## src/rtl/mrn_pkg.sv

```systemverilog
package mrn_pkg;

  typedef enum logic [1:0] {
    RATIO_256 = 2'd0,
    RATIO_384 = 2'd1,
    RATIO_512 = 2'd2,
    RATIO_768 = 2'd3
  } ratio_e;

  typedef struct packed {
    logic   ok;
    ratio_e code;
  } class_t;

  // ratio expressed in half-steps of the base rate: 2, 3, 4, 6
  function automatic int unsigned half_mult(int unsigned k);
    case (k)
      0: return 2;
      1: return 3;
      2: return 4;
      default: return 6;
    endcase
  endfunction

  // classify a frame length in master clocks against the four ratios
  function automatic class_t classify(int unsigned cnt, int unsigned base,
                                      int unsigned tol);
    class_t r;
    r.ok   = 1'b0;
    r.code = RATIO_256;
    for (int k = 0; k < 4; k++) begin
      int unsigned tgt;
      tgt = (base * half_mult(k)) / 2;
      if ((cnt + tol >= tgt) && (cnt <= tgt + tol)) begin
        r.ok   = 1'b1;
        r.code = ratio_e'(k[1:0]);
      end
    end
    return r;
  endfunction

  // length of the enable pattern for each ratio
  function automatic logic [1:0] pattern_len(ratio_e r);
    case (r)
      RATIO_256: return 2'd1;
      RATIO_512: return 2'd2;
      default:   return 2'd3;
    endcase
  endfunction

  // does the enable fire at this position of the pattern
  function automatic logic pattern_hit(ratio_e r, logic [1:0] ph);
    case (r)
      RATIO_256: return 1'b1;
      RATIO_384: return ph != 2'd2;
      default:   return ph == 2'd0;
    endcase
  endfunction

endpackage

```

## src/rtl/mrn_edge_sync.sv

```systemverilog
module mrn_edge_sync #(
  parameter int unsigned STAGES = 2
) (
  input  logic clk_i,
  input  logic rst_ni,
  input  logic async_i,
  output logic rise_o
);
  logic [STAGES-1:0] sync_q;
  logic              last_q;

  always_ff @(posedge clk_i or negedge rst_ni) begin
    if (!rst_ni) begin
      sync_q <= '0;
      last_q <= 1'b0;
    end else begin
      sync_q <= {sync_q[STAGES-2:0], async_i};
      last_q <= sync_q[STAGES-1];
    end
  end

  assign rise_o = sync_q[STAGES-1] & ~last_q;

  assert_single_rise_R3: assert property (@(posedge clk_i) disable iff (!rst_ni)
    rise_o |=> !rise_o);
endmodule

```

## src/rtl/mrn_period_meter.sv

```systemverilog
module mrn_period_meter #(
  parameter int unsigned TIMEOUT = 1024,
  localparam int unsigned CNT_W = $clog2(TIMEOUT + 1)
) (
  input  logic             clk_i,
  input  logic             rst_ni,
  input  logic             rise_i,
  output logic             meas_valid_o,
  output logic [CNT_W-1:0] meas_cnt_o,
  output logic             timeout_o
);
  localparam logic [CNT_W-1:0] LAST = CNT_W'(TIMEOUT - 1);
  localparam logic [CNT_W-1:0] SAT  = CNT_W'(TIMEOUT);

  logic [CNT_W-1:0] cnt_q;
  logic             seen_q;

  always_ff @(posedge clk_i or negedge rst_ni) begin
    if (!rst_ni) begin
      cnt_q  <= '0;
      seen_q <= 1'b0;
    end else if (rise_i) begin
      cnt_q  <= '0;
      seen_q <= 1'b1;
    end else if (cnt_q == LAST) begin
      cnt_q  <= SAT;
      seen_q <= 1'b0;
    end else if (cnt_q != SAT) begin
      cnt_q  <= cnt_q + CNT_W'(1);
    end
  end

  assign meas_valid_o = rise_i & seen_q;
  assign meas_cnt_o   = cnt_q + CNT_W'(1);
  assign timeout_o    = ~rise_i & (cnt_q == LAST);

  assert_timeout_once_R7: assert property (@(posedge clk_i) disable iff (!rst_ni)
    timeout_o |=> !timeout_o);
  assert_no_meas_after_timeout_R7: assert property (@(posedge clk_i) disable iff (!rst_ni)
    timeout_o |=> !meas_valid_o);
endmodule

```

## src/rtl/mrn_lock_fsm.sv

```systemverilog
module mrn_lock_fsm
  import mrn_pkg::*;
#(
  parameter int unsigned BASE  = 256,
  parameter int unsigned TOL   = 2,
  parameter int unsigned CNT_W = 11
) (
  input  logic             clk_i,
  input  logic             rst_ni,
  input  logic             sleep_ni,
  input  logic             meas_valid_i,
  input  logic [CNT_W-1:0] meas_cnt_i,
  input  logic             timeout_i,
  output logic             ready_o,
  output ratio_e           ratio_o
);
  typedef enum logic [1:0] {ST_DOWN, ST_ACQ, ST_RUN} state_e;

  state_e st_q;
  ratio_e held_q;
  class_t cls_w;

  assign cls_w = classify(32'(meas_cnt_i), BASE, TOL);

  always_ff @(posedge clk_i or negedge rst_ni) begin
    if (!rst_ni) begin
      st_q   <= ST_DOWN;
      held_q <= RATIO_256;
    end else if (!sleep_ni || timeout_i) begin
      st_q <= ST_DOWN;
    end else if (meas_valid_i) begin
      case (st_q)
        ST_DOWN: if (cls_w.ok) begin
          st_q   <= ST_ACQ;
          held_q <= cls_w.code;
        end
        ST_ACQ: begin
          if (!cls_w.ok)                 st_q   <= ST_DOWN;
          else if (cls_w.code == held_q) st_q   <= ST_RUN;
          else                           held_q <= cls_w.code;
        end
        default: if (!cls_w.ok || cls_w.code != held_q) st_q <= ST_DOWN;
      endcase
    end
  end

  assign ready_o = (st_q == ST_RUN);
  assign ratio_o = ready_o ? held_q : RATIO_256;

  assert_lock_on_measure_R3: assert property (@(posedge clk_i) disable iff (!rst_ni)
    $rose(ready_o) |-> $past(meas_valid_i));
  assert_mismatch_drops_R6: assert property (@(posedge clk_i) disable iff (!rst_ni)
    (ready_o && meas_valid_i && cls_w.code != ratio_o) |=> !ready_o);
  assert_ratio_steady_R1: assert property (@(posedge clk_i) disable iff (!rst_ni)
    (ready_o && $past(ready_o)) |-> $stable(ratio_o));
endmodule

```

## src/rtl/mrn_ce_gen.sv

```systemverilog
module mrn_ce_gen
  import mrn_pkg::*;
(
  input  logic   clk_i,
  input  logic   rst_ni,
  input  logic   ready_i,
  input  ratio_e ratio_i,
  output logic   ce_o
);
  logic [1:0] ph_q;
  logic [1:0] wrap_w;

  assign wrap_w = pattern_len(ratio_i) - 2'd1;

  always_ff @(posedge clk_i or negedge rst_ni) begin
    if (!rst_ni)              ph_q <= '0;
    else if (!ready_i)        ph_q <= '0;
    else if (ph_q == wrap_w)  ph_q <= '0;
    else                      ph_q <= ph_q + 2'd1;
  end

  assign ce_o = ready_i & pattern_hit(ratio_i, ph_q);

  assert_quiet_when_down_R8: assert property (@(posedge clk_i) disable iff (!rst_ni)
    !ready_i |-> !ce_o);
  assert_half_rate_gap_R4: assert property (@(posedge clk_i) disable iff (!rst_ni)
    (ready_i && ratio_i == RATIO_512 && ce_o) |=> !ce_o);
  assert_third_rate_gap_R4: assert property (@(posedge clk_i) disable iff (!rst_ni)
    (ready_i && ratio_i == RATIO_768 && ce_o) |=> !ce_o);
  assert_two_thirds_fill_R4: assert property (@(posedge clk_i) disable iff (!rst_ni)
    (ready_i && ratio_i == RATIO_384 && !ce_o) |=> (ce_o || !ready_i));
endmodule

```

## src/rtl/mclk_ratio_norm.sv

```systemverilog
module mclk_ratio_norm
  import mrn_pkg::*;
#(
  parameter int unsigned BASE    = 256,
  parameter int unsigned TOL     = 2,
  parameter int unsigned TIMEOUT = 1024,
  parameter int unsigned STAGES  = 2,
  localparam int unsigned CNT_W  = $clog2(TIMEOUT + 1)
) (
  input  logic       clk_i,
  input  logic       rst_ni,
  input  logic       wclk_i,
  input  logic       sleep_ni,
  output logic       ce256_o,
  output logic [1:0] ratio_o,
  output logic       ready_o
);
  logic             rise_w;
  logic             meas_valid_w;
  logic [CNT_W-1:0] meas_cnt_w;
  logic             timeout_w;
  logic             ready_w;
  ratio_e           ratio_w;

  mrn_edge_sync #(.STAGES(STAGES)) u_sync (
    .clk_i   (clk_i),
    .rst_ni  (rst_ni),
    .async_i (wclk_i),
    .rise_o  (rise_w)
  );

  mrn_period_meter #(.TIMEOUT(TIMEOUT)) u_meter (
    .clk_i        (clk_i),
    .rst_ni       (rst_ni),
    .rise_i       (rise_w),
    .meas_valid_o (meas_valid_w),
    .meas_cnt_o   (meas_cnt_w),
    .timeout_o    (timeout_w)
  );

  mrn_lock_fsm #(.BASE(BASE), .TOL(TOL), .CNT_W(CNT_W)) u_lock (
    .clk_i        (clk_i),
    .rst_ni       (rst_ni),
    .sleep_ni     (sleep_ni),
    .meas_valid_i (meas_valid_w),
    .meas_cnt_i   (meas_cnt_w),
    .timeout_i    (timeout_w),
    .ready_o      (ready_w),
    .ratio_o      (ratio_w)
  );

  mrn_ce_gen u_ce (
    .clk_i   (clk_i),
    .rst_ni  (rst_ni),
    .ready_i (ready_w),
    .ratio_i (ratio_w),
    .ce_o    (ce256_o)
  );

  assign ready_o = ready_w;
  assign ratio_o = ratio_w;

  assert_sleep_forces_down_R5: assert property (@(posedge clk_i) disable iff (!rst_ni)
    !sleep_ni |=> (!ready_o && !ce256_o));
  assert_timeout_drops_R7: assert property (@(posedge clk_i) disable iff (!rst_ni)
    timeout_w |=> !ready_o);
endmodule

```

## config.mk

```make
export PLATFORM = sky130hd
export DESIGN_NAME = mclk_ratio_norm
export DESIGN_NICKNAME = d
export VERILOG_FILES = /design/src/rtl/mrn_pkg.sv /design/src/rtl/mrn_edge_sync.sv /design/src/rtl/mrn_period_meter.sv /design/src/rtl/mrn_lock_fsm.sv /design/src/rtl/mrn_ce_gen.sv /design/src/rtl/mclk_ratio_norm.sv
export SDC_FILE = /design/constraint.sdc
export NUM_CORES = 1
export LEC_CHECK = 0
export ABC_AREA = 1
export BUFFER_PORTS_ARGS = -buffer_cell sky130_fd_sc_hd__buf_2
export CAP_MARGIN = 30
export CORE_ASPECT_RATIO = 0.5
export CORE_MARGIN = 8
export CORE_UTILIZATION = 35
export DETAILED_ROUTE_END_ITERATION = 8
export PLACE_DENSITY_LB_ADDON = 0.08
export SYNTH_ARGS = -nofsm -noshare
export SYNTH_HDL_FRONTEND = slang
export SYNTH_HIERARCHICAL = 1
export SYNTH_SLANG_ARGS = --single-unit
```

## constraint.sdc

```tcl
create_clock -name clk_i -period 6.2 [get_ports clk_i]
set_input_delay 1.24 -clock clk_i [delete_from_list [all_inputs] [get_ports clk_i]]
set_output_delay 1.24 -clock clk_i [all_outputs]
set_load 0.005 [all_outputs]
```

==> run_results.csv, run 1 <==
group,metric,value,unit
outcome,status,"finished, final reports clean",
routing,ant_nets,0,
sta,slew_headroom,62.5,%
placed_design,post_dp_cell_area,1780,um2
layout,utilization,40.7,%
logic_synthesis,ys.flop_type,"dfrtp_1",
flow_run,max-cap-violations,0,
setup_path,crit_type,"reg2out",
setup_path,crit_arrival,1.70,ns
clocking,clk_pin_slew_worst_paths,0.08,ns
logic_synthesis,synth_edf_count,0,
grt,antenna_found_initial,0,
sta,hold_viol_final,0,
layout,antenna_cells,0,
placed_design,dp_hpwl,2.91,mm
sta,drv_slew,0,
pwr,power,0.372,mW
sta,hold_slack,0.358,ns
routing,avgRoutedWirePerCell,11.2,um
routing,vias,1494,
routing,drc,0,
placed_design,io_buffer_count,7,
floorplan,start_util,37.1,%
setup_path,reg2regPathDepth,18,
logic_synthesis,synth.yosys.warnings,6,
sta,max_freq,340,MHz
layout,final_cell_area,1830,um2
grt,grt_pass1_wl,6.65,mm
logic_synthesis,syn_inst,251,
layout,fill_cells,467,
clocking,clk_latency,0.27,ns
clocking,tritoncts,"built",
setup_path,cp-end-kind,"output port",
worst_hold_path,hold_end,"u_sync/sync_q[1]",
clocking,clock_sinks,21,
pwr,powerDensity,203,nW/um2
floorplan,die_h,64.8,um
clocking,hold_buffers,0,
floorplan,die_area,7360,um2
clocking,cts_setup_buffers,0,
setup_path,start_kind,"flip-flop",
logic_synthesis,ys_seq_area_share,31.6,%
grt,grt_start_max_net_pins,22,
logic_synthesis,avgSynthCellArea,6.63,um2
setup_path,max_stage_delay,0.49,ns
setup_path,critPathBufInv,3,
sta,fin_setup_tns,0,ns
layout,drive_gt1_share,13.8,%
worst_hold_path,hp-start,"u_sync/sync_q[0]",
setup_path,cp_common_cell,"inv_1",
floorplan,boundaryPins,8,
setup_path,cp_max_fo,5,
routing,wl,3.65,mm
pwr,vdd_drop_max,72.4,uV
clocking,cts_root_buf,"clkbuf_8",
sta,final.setup.worst_slack,3.26,ns
floorplan,die_w,114,um
grt,grt_usage,10.8,%
setup_path,r2r-start,"u_meter/cnt_q[1]",
setup_path,rrSetupSlack,3.45,ns
logic_synthesis,yosysUniqueCellTypes,26,
logic_synthesis,ys_ff_latch,21,
layout,nets,273,
clocking,ctsHtreeMaxLevel,1,
worst_hold_path,holdPathStages,0,
setup_path,worst_path_max_delay_cell,"nor3_1",
placed_design,gp_congestion,0.863,
setup_path,worstPathRequired,4.96,ns
layout,area_delta_synth_final,9.69,%
logic_synthesis,async_reset_ff_share,100,%
logic_synthesis,syn_nets,262,
placed_design,dp_slack,3.46,ns
sta,setup_viol,0,
grt,grt_pass1_vias,1482,
setup_path,path_cells,"inv_1 > nor3_1 > inv_1 > o21ai_0 > a21oi_1 > buf_2",
setup_path,r2r_end,"u_lock/st_q[1]",
clocking,cts_made_buffers,3,
sta,fin_crit_sh,47.4,%
layout,final_cell_mix,"nand2_1, inv_1, nor2_1",
worst_hold_path,hold_class,"reg2reg",
sta,grt_setup_unrepaired,"no",
floorplan,core_area,4490,um2
routing,drt_pass1_iterations,4,
layout,fin_cells,327,
logic_synthesis,syn-cell-area,1670,um2
pwr,p_leak,0.938,nW
clocking,clk_path_buf_depth,2,
placed_design,dp.cells,323,
routing,drtIter0Drc,115,
layout,mostFrequentLayoutCell,"nand2_1",
sta,worstMarginPinSlew,0.558,ns
routing,vias_per_cell,4.57,
sta,clock_skew,0.00330,ns
floorplan,row_count,17,
setup_path,path_delay_family,"simple AND/OR/NAND/NOR gates",
grt,grt-ovfl-total,0,
sta,fin_crit,2.94,ns
clocking,cts_resized,0,
## worst max-delay path by stage
stage          depth (start not counted)             start  slack, ns               end
2_1_floorplan                          5    u_lock/st_q[0]       3.80           ce256_o
3_3_place_gp                          20  u_meter/cnt_q[1]       3.49  u_lock/held_q[1]
3_5_place_dp                          18  u_meter/cnt_q[1]       3.46    u_lock/st_q[1]
4_1_cts                                6    u_lock/st_q[1]       3.26           ce256_o
5_1_grt                               18  u_meter/cnt_q[1]       3.04    u_lock/st_q[1]
6_report                               6    u_lock/st_q[1]       3.26           ce256_o
## sequential cells by signal (all words and copies together), names as in the netlist
signal	cells
u_meter/seen_q	1
u_sync/last_q	1
u_sync/sync_q	2
u_lock/held_q	2
u_lock/st_q	2
u_ce/ph_q	2
u_meter/cnt_q	11
## per-layer routing
metal,track usage [%],share of wire [%],wire [um]
met2,17.6,42,1540
met4,1.32,0.58,21
met1,14.4,52,1910
met3,3.05,4.9,180
met5,0,0,0
## synthesized netlist by cell type (3+ instances only)
| cell type | n | area share, % |
|---|---|---|
| nand3_2 | 6 | 3.6 |
| nor3_1 | 4 | 1.2 |
| nor2_2 | 3 | 1.1 |
| o21ai_0 | 4 | 1.2 |
| nand2_1 | 77 | 17 |
| dfrtp_1 | 21 | 32 |
| ha_1 | 7 | 5.3 |
| xor2_1 | 3 | 1.6 |
| nor2_1 | 33 | 7.4 |
| nand3b_1 | 3 | 1.4 |
| inv_1 | 36 | 8.1 |
| nand3_1 | 19 | 5.7 |
| a21oi_1 | 8 | 2.4 |
| nand2_2 | 10 | 3.8 |
## cells by family (layout without fill, tap and decap cells)
logic type / after synthesis / after routing / synth area share [%]
AO/OA/AOI/OAI: 16 / 16 / 5.03
buffers and inverters: 38 / 48 / 8.64
flip-flops: 21 / 21 / 31.6
adder cells (fa/ha/maj): 7 / 7 / 5.26
AND/OR/NAND/NOR: 163 / 163 / 45.5
XOR/XNOR: 6 / 6 / 4.06
## power by group
group          internal [mW]  switching (mW)
combinational         0.0378          0.0737
sequential             0.148          0.0179
clock                 0.0455          0.0491
total                  0.231           0.141
## cell type report
cell class                 instances  area (um2)  share of cell area [%]
tap                               66        82.6                    4.52
sequential                        21         526                    28.8
inverter                          37         139                    7.60
clock buffer                       3        41.3                    2.26
clock inverter                     1        7.51                   0.411
multi-input combinational        192         996                    54.5
timing repair buffer               7        35.0                    1.92
Power figures use the tool's default switching activity.
==> run 2, diff against run 1 <==
==> constraint.sdc (replaced) <==
create_clock -name clk_i -period 2.8 [get_ports clk_i]
set_input_delay 0.56 -clock clk_i [delete_from_list [all_inputs] [get_ports clk_i]]
set_output_delay 0.56 -clock clk_i [all_outputs]
set_load 0.005 [all_outputs]
==> run 2 against run 1 <==
Global-route usage fell by 0.10 points. Largest power group unchanged. First-iteration DRC count fell by 7.0%. Critical path depth rose by 14. Core utilization rose by 5.8 points. Cell count rose by 4.0%. Flip-flop and latch count did not move. Via count rose by 6.3%. Sequential power rose by 120%. Setup slack got worse by 3.1 ns. Highest routed layer unchanged. Total power rose by 140%. Sequential share of layout area fell by 3.5 points. Clock skew rose by 0.0037 ns.
==> run_results.csv, run 2 (synthesis results as in run 1) <==
group,metric,value,unit
placed_design,io_buffer_count,7,
clocking,clk_path_buf_depth,2,
clocking,ctsHtreeMaxLevel,1,
sta,hold_viol_final,0,
routing,vias_per_cell,4.67,
setup_path,crit_type,"reg2reg",
layout,area_delta_synth_final,25.2,%
setup_path,worstPathRequired,2.96,ns
pwr,clkPwrFrac,23.8,%
grt,grt_start_max_net_pins,22,
sta,hold_slack,0.250,ns
outcome,status,"finished, final reports clean",
setup_path,cp_max_fo,6,
pwr,powerDensity,422,nW/um2
floorplan,core_area,4490,um2
setup_path,r2r-start,"u_meter/cnt_q[1]",
sta,fin_crit_sh,95.4,%
grt,grt_pass1_wl,6.50,mm
sta,worstMarginPinSlew,0.507,ns
clocking,clock_sinks,21,
sta,clock_skew,0.00697,ns
floorplan,die_h,64.8,um
clocking,clk_pin_slew_worst_paths,0.09,ns
sta,final.setup.worst_slack,0.128,ns
pwr,p_leak,1.02,nW
layout,largest_reg_flops,11,
layout,drive_gt1_share,25.2,%
layout,antenna_cells,0,
pwr,p_seq_share,41.8,%
setup_path,r2r_end,"u_lock/st_q[1]",
placed_design,dp_hpwl,2.93,mm
clocking,clk_latency,0.26,ns
layout,fill_cells,458,
pwr,internal_power,0.554,mW
pwr,vdd_drop_max,180,uV
routing,vias,1588,
worst_hold_path,hold_class,"in2async",
sta,setup_viol,0,
placed_design,dp_slack,0.194,ns
sta,slew_headroom,66.2,%
pwr,combPwrFrac,34.4,%
routing,drt_pass1_iterations,5,
setup_path,reg2regPathDepth,20,
floorplan,die_w,114,um
clocking,cts_made_buffers,3,
floorplan,boundaryPins,8,
setup_path,crit_arrival,2.83,ns
placed_design,gp_congestion,0.836,
layout,fin_cells,340,
routing,ant_nets,0,
clocking,tritoncts,"built",
flow_run,max-cap-violations,0,
routing,wl,3.96,mm
layout,final_cell_mix,"nand2_1, inv_1, nor2_1",
grt,grt-ovfl-total,0,
floorplan,die_area,7360,um2
grt,grt_usage,10.7,%
routing,drtIter0Drc,107,
floorplan,start_util,37.1,%
placed_design,dp.cells,327,
sta,drv_slew,0,
routing,drc,0,
pwr,switching_share,37.1,%
pwr,p_sw,0.326,mW
floorplan,row_count,17,
grt,grt_pass1_vias,1452,
grt,antenna_found_initial,0,
setup_path,cp-end-kind,"flip-flop",
setup_path,rrSetupSlack,0.13,ns
clocking,cts_root_buf,"clkbuf_8",
layout,regMostFlops,"u_meter/cnt_q",
sta,max_freq,374,MHz
setup_path,start_kind,"flip-flop",
layout,utilization,46.5,%
layout,mostFrequentLayoutCell,"nand2_1",
layout,nets,286,
sta,fin_crit,2.67,ns
routing,avgRoutedWirePerCell,11.7,um
==> run 2: critical path, stage by stage, from the launching register on <==
cell and delay (ns):
dfrtp_1 0.44, ha_4 0.18, nand3_2 0.09, nor2_4 0.19, buf_12 0.13, xor2_4 0.23
nand2_2 0.07, nor2_2 0.12, nand3b_1 0.10, nand2_2 0.10, nand3_1 0.09, nand2_2 0.10
nand2_4 0.07, nand2_4 0.10, nand2_1 0.07, nand2_2 0.07, nand4_1 0.14, nand3_4 0.11
nand2_2 0.06, nand2_1 0.06, nand2_1 0.05
==> run 2: cell type report <==
type,count,area (um2),area share (%)
Tap cell,66,82.6,3.96
Sequential cell,21,528,25.3
Inverter,37,139,6.66
Multi-Input combinational cell,192,1130,54.2
Clock buffer,4,45.0,2.16
Timing Repair Buffer,20,161,7.74
==> run 2: what timing repair did <==
| action | 4_1_cts | 5_1_grt |
|---|---|---|
| resized for setup | 0 | 32 |
| setup endpoints to repair | 0 | 4 |
| hold buffers | 0 | 0 |
| buffers inserted | 0 | 9 |
==> run 2: worst max-delay path by stage <==
stage	from	endpoint	cells past startpoint
after floorplan	u_meter/cnt_q[1]	u_lock/held_q[1]	20
after global placement	u_meter/cnt_q[1]	u_lock/st_q[1]	19
after detailed placement	u_meter/cnt_q[1]	u_lock/held_q[1]	20
after CTS	u_meter/cnt_q[1]	u_lock/held_q[1]	20
after global routing	u_meter/cnt_q[1]	u_lock/held_q[1]	20
final	u_meter/cnt_q[1]	u_lock/st_q[1]	20
==> run 2: stage by stage <==
stage	instance area [um2]	power (mW)	TNS, ns
after floorplan	1670	0.552	0
after global placement	1810	0.638	0
after detailed placement	1810	0.639	0
after CTS	1850	0.851	0
after global routing	2090	0.951	-0.223
final	2090	0.880	0
==> run 2: per-layer routing <==
metal / up-vias / share of wire (%) / track usage, %
met3: 4 / 4.7 / 2.95
met2: 37 / 45 / 17.9
li1: 822 / - / -
met5: - / 0 / 0
met1: 725 / 50 / 14.3
met4: 0 / 0.38 / 0.493
==> run 2: power by group through the flow <==
stage                     clock network, mW  logic [mW]  registers (mW)
after detailed placement                  0       0.273           0.365
after global routing                  0.228       0.350           0.373
after global placement                    0       0.272           0.366
final                                 0.209       0.303           0.368
after floorplan                           0       0.193           0.359
after CTS                             0.217       0.275           0.359
==> run 3, diff against run 2 <==
--- a/config.mk
+++ b/config.mk
@@ -13,6 +13,7 @@
 export CORE_UTILIZATION = 35
 export DETAILED_ROUTE_END_ITERATION = 8
 export PLACE_DENSITY_LB_ADDON = 0.08
+export SETUP_SLACK_MARGIN = 0.15
 export SYNTH_ARGS = -nofsm -noshare
 export SYNTH_HDL_FRONTEND = slang
 export SYNTH_HIERARCHICAL = 1
==> run 3 against run 2 <==
Sequential power barely moved. Core utilization up 1.9 points. Cell count up 0.29%. Non-clock buffer count is 1 higher. Clock skew about the same. Highest routed layer unchanged. Critical path depth is 2 lower. Critical endpoint is now u_lock/st_q[0]. Via count about the same. Flip-flop and latch count stayed put. Largest power group unchanged. Fmax is 0.14% higher. Routed wire length up 1.2%.
==> run_results.csv, run 3 (synthesis results as in run 1) <==
group,metric,value,unit
sta,fin_crit_sh,95.3,%
floorplan,start_util,37.1,%
routing,avgRoutedWirePerCell,11.8,um
setup_path,cp-end-kind,"flip-flop",
pwr,p_leak,1.04,nW
clocking,cts_root_buf,"clkbuf_8",
setup_path,r2r-start,"u_meter/cnt_q[1]",
sta,slew_headroom,65.8,%
layout,drive_gt1_share,28.7,%
clocking,hold_buffers,0,
grt,grt_start_max_net_pins,22,
setup_path,path_cells,"ha_4 > nand3_4 > nor2_4 > buf_12 > xor2_4 > nand4_1 > nor2_2 > nand3_4 > nand2_4 > nand2_4 > o21ai_2 > nand2_2 > nor2_4 > nand2_2 > nand2_4 > nand2_4 > nand3_1 > nand2_1",
clocking,clock_sinks,21,
sta,grt_setup_unrepaired,"yes",
routing,ant_nets,0,
setup_path,worstPathRequired,2.96,ns
setup_path,crit_type,"reg2reg",
pwr,powerDensity,410,nW/um2
routing,drc,0,
sta,clock_skew,0.00712,ns
clocking,clk_latency,0.27,ns
floorplan,die_area,7360,um2
clocking,tritoncts,"built",
setup_path,path_delay_family,"simple AND/OR/NAND/NOR gates",
clocking,cts_made_buffers,3,
grt,grt_usage,10.7,%
flow_run,max-cap-violations,0,
grt,grt-ovfl-total,0,
setup_path,cp_max_fo,6,
setup_path,max_stage_delay,0.44,ns
clocking,ctsHtreeMaxLevel,1,
pwr,vdd_drop_max,181,uV
setup_path,crit_arrival,2.83,ns
setup_path,worst_path_max_delay_cell,"dfrtp_1",
layout,nets,287,
routing,drt_pass1_iterations,4,
sta,max_freq,375,MHz
routing,wl,4.01,mm
floorplan,die_h,64.8,um
clocking,clk_pin_slew_worst_paths,0.09,ns
grt,grt_pass1_wl,6.50,mm
floorplan,die_w,114,um
grt,grt_pass1_vias,1452,
routing,drtIter0Drc,68,
setup_path,critPathBufInv,1,
layout,fin_cells,341,
layout,largest_reg_flops,11,
floorplan,core_area,4490,um2
placed_design,io_buffer_count,7,
worst_hold_path,hold_class,"in2async",
sta,fin_crit,2.67,ns
layout,mostFrequentLayoutCell,"nand2_1",
sta,drv_slew,0,
placed_design,dp_hpwl,2.93,mm
layout,area_delta_synth_final,30.4,%
setup_path,start_kind,"flip-flop",
layout,regMostFlops,"u_meter/cnt_q",
sta,setup_viol,0,
routing,vias,1587,
placed_design,gp_congestion,0.836,
placed_design,dp.cells,327,
layout,final_cell_mix,"nand2_1, inv_1, nor2_1",
floorplan,row_count,17,
floorplan,boundaryPins,8,
routing,vias_per_cell,4.65,
sta,worstMarginPinSlew,0.513,ns
setup_path,cp_common_cell,"nand2_4",
layout,antenna_cells,0,
sta,hold_viol_final,0,
setup_path,setup.worst_path.start,"u_meter/cnt_q[1]",
clocking,clk_path_buf_depth,2,
grt,antenna_found_initial,0,
pwr,power,0.891,mW
outcome,status,"finished, final reports clean",
## run 3: final timing paths
kind	endpoint	cells past startpoint	slack, ns
setup / recovery	u_lock/st_q[0]	18	0.13
hold / removal	u_meter/cnt_q[5]	1	0.25
setup reg to reg	u_lock/st_q[0]	18	0.13
hold reg to reg	u_sync/sync_q[1]	0	0.35
max in group asynchronous	u_meter/cnt_q[2]	1	2.18
min in group clk_i	u_sync/sync_q[1]	0	0.35
## run 3: repair_timing
item,CTS,global route
setup buffers,0,10
resized for setup,0,50
endpoints found under the setup margin,0,4
## run 3: metrics by stage
step | area [um2] | utilization (%) | TNS [ns] | setup WS, ns | hold slack [ns]
2_1_floorplan | 1670 | - | 0 | 0.412 | 0.264
3_5_place_dp | 1810 | 40.3 | 0 | 0.194 | 0.338
5_1_grt | 2170 | 48.4 | -0.177 | -0.0561 | 0.296
3_3_place_gp | 1810 | 40.3 | 0 | 0.220 | 0.335
4_1_cts | 1850 | 41.3 | 0 | 0.176 | 0.276
6_report | 2170 | 48.4 | 0 | 0.132 | 0.252
## run 3: metal layers
metal | up-vias | wire, um | track usage, % | part of all wire, %
met2 | 33 | 1810 | 17.9 | 45
met1 | 727 | 2000 | 14.3 | 50
met4 | 0 | 16 | 0.493 | 0.40
met5 | - | 0 | 0 | 0
met3 | 4 | 188 | 2.95 | 4.7
li1 | 823 | - | - | -
## run 3: power breakdown
group	switching (mW)	internal, mW
registers	0.0412	0.328
logic	0.186	0.126
clock network	0.108	0.102
## run 3: layout make-up
| type | count | area [um2] |
|---|---|---|
| fillers | 448 | 2320 |
| repair buffers | 21 | 169 |
| well taps | 66 | 82.6 |
| flip-flops and latches | 21 | 528 |
| clock buffers | 4 | 45.0 |
| inverters | 37 | 139 |
| multi-input cells | 192 | 1210 |
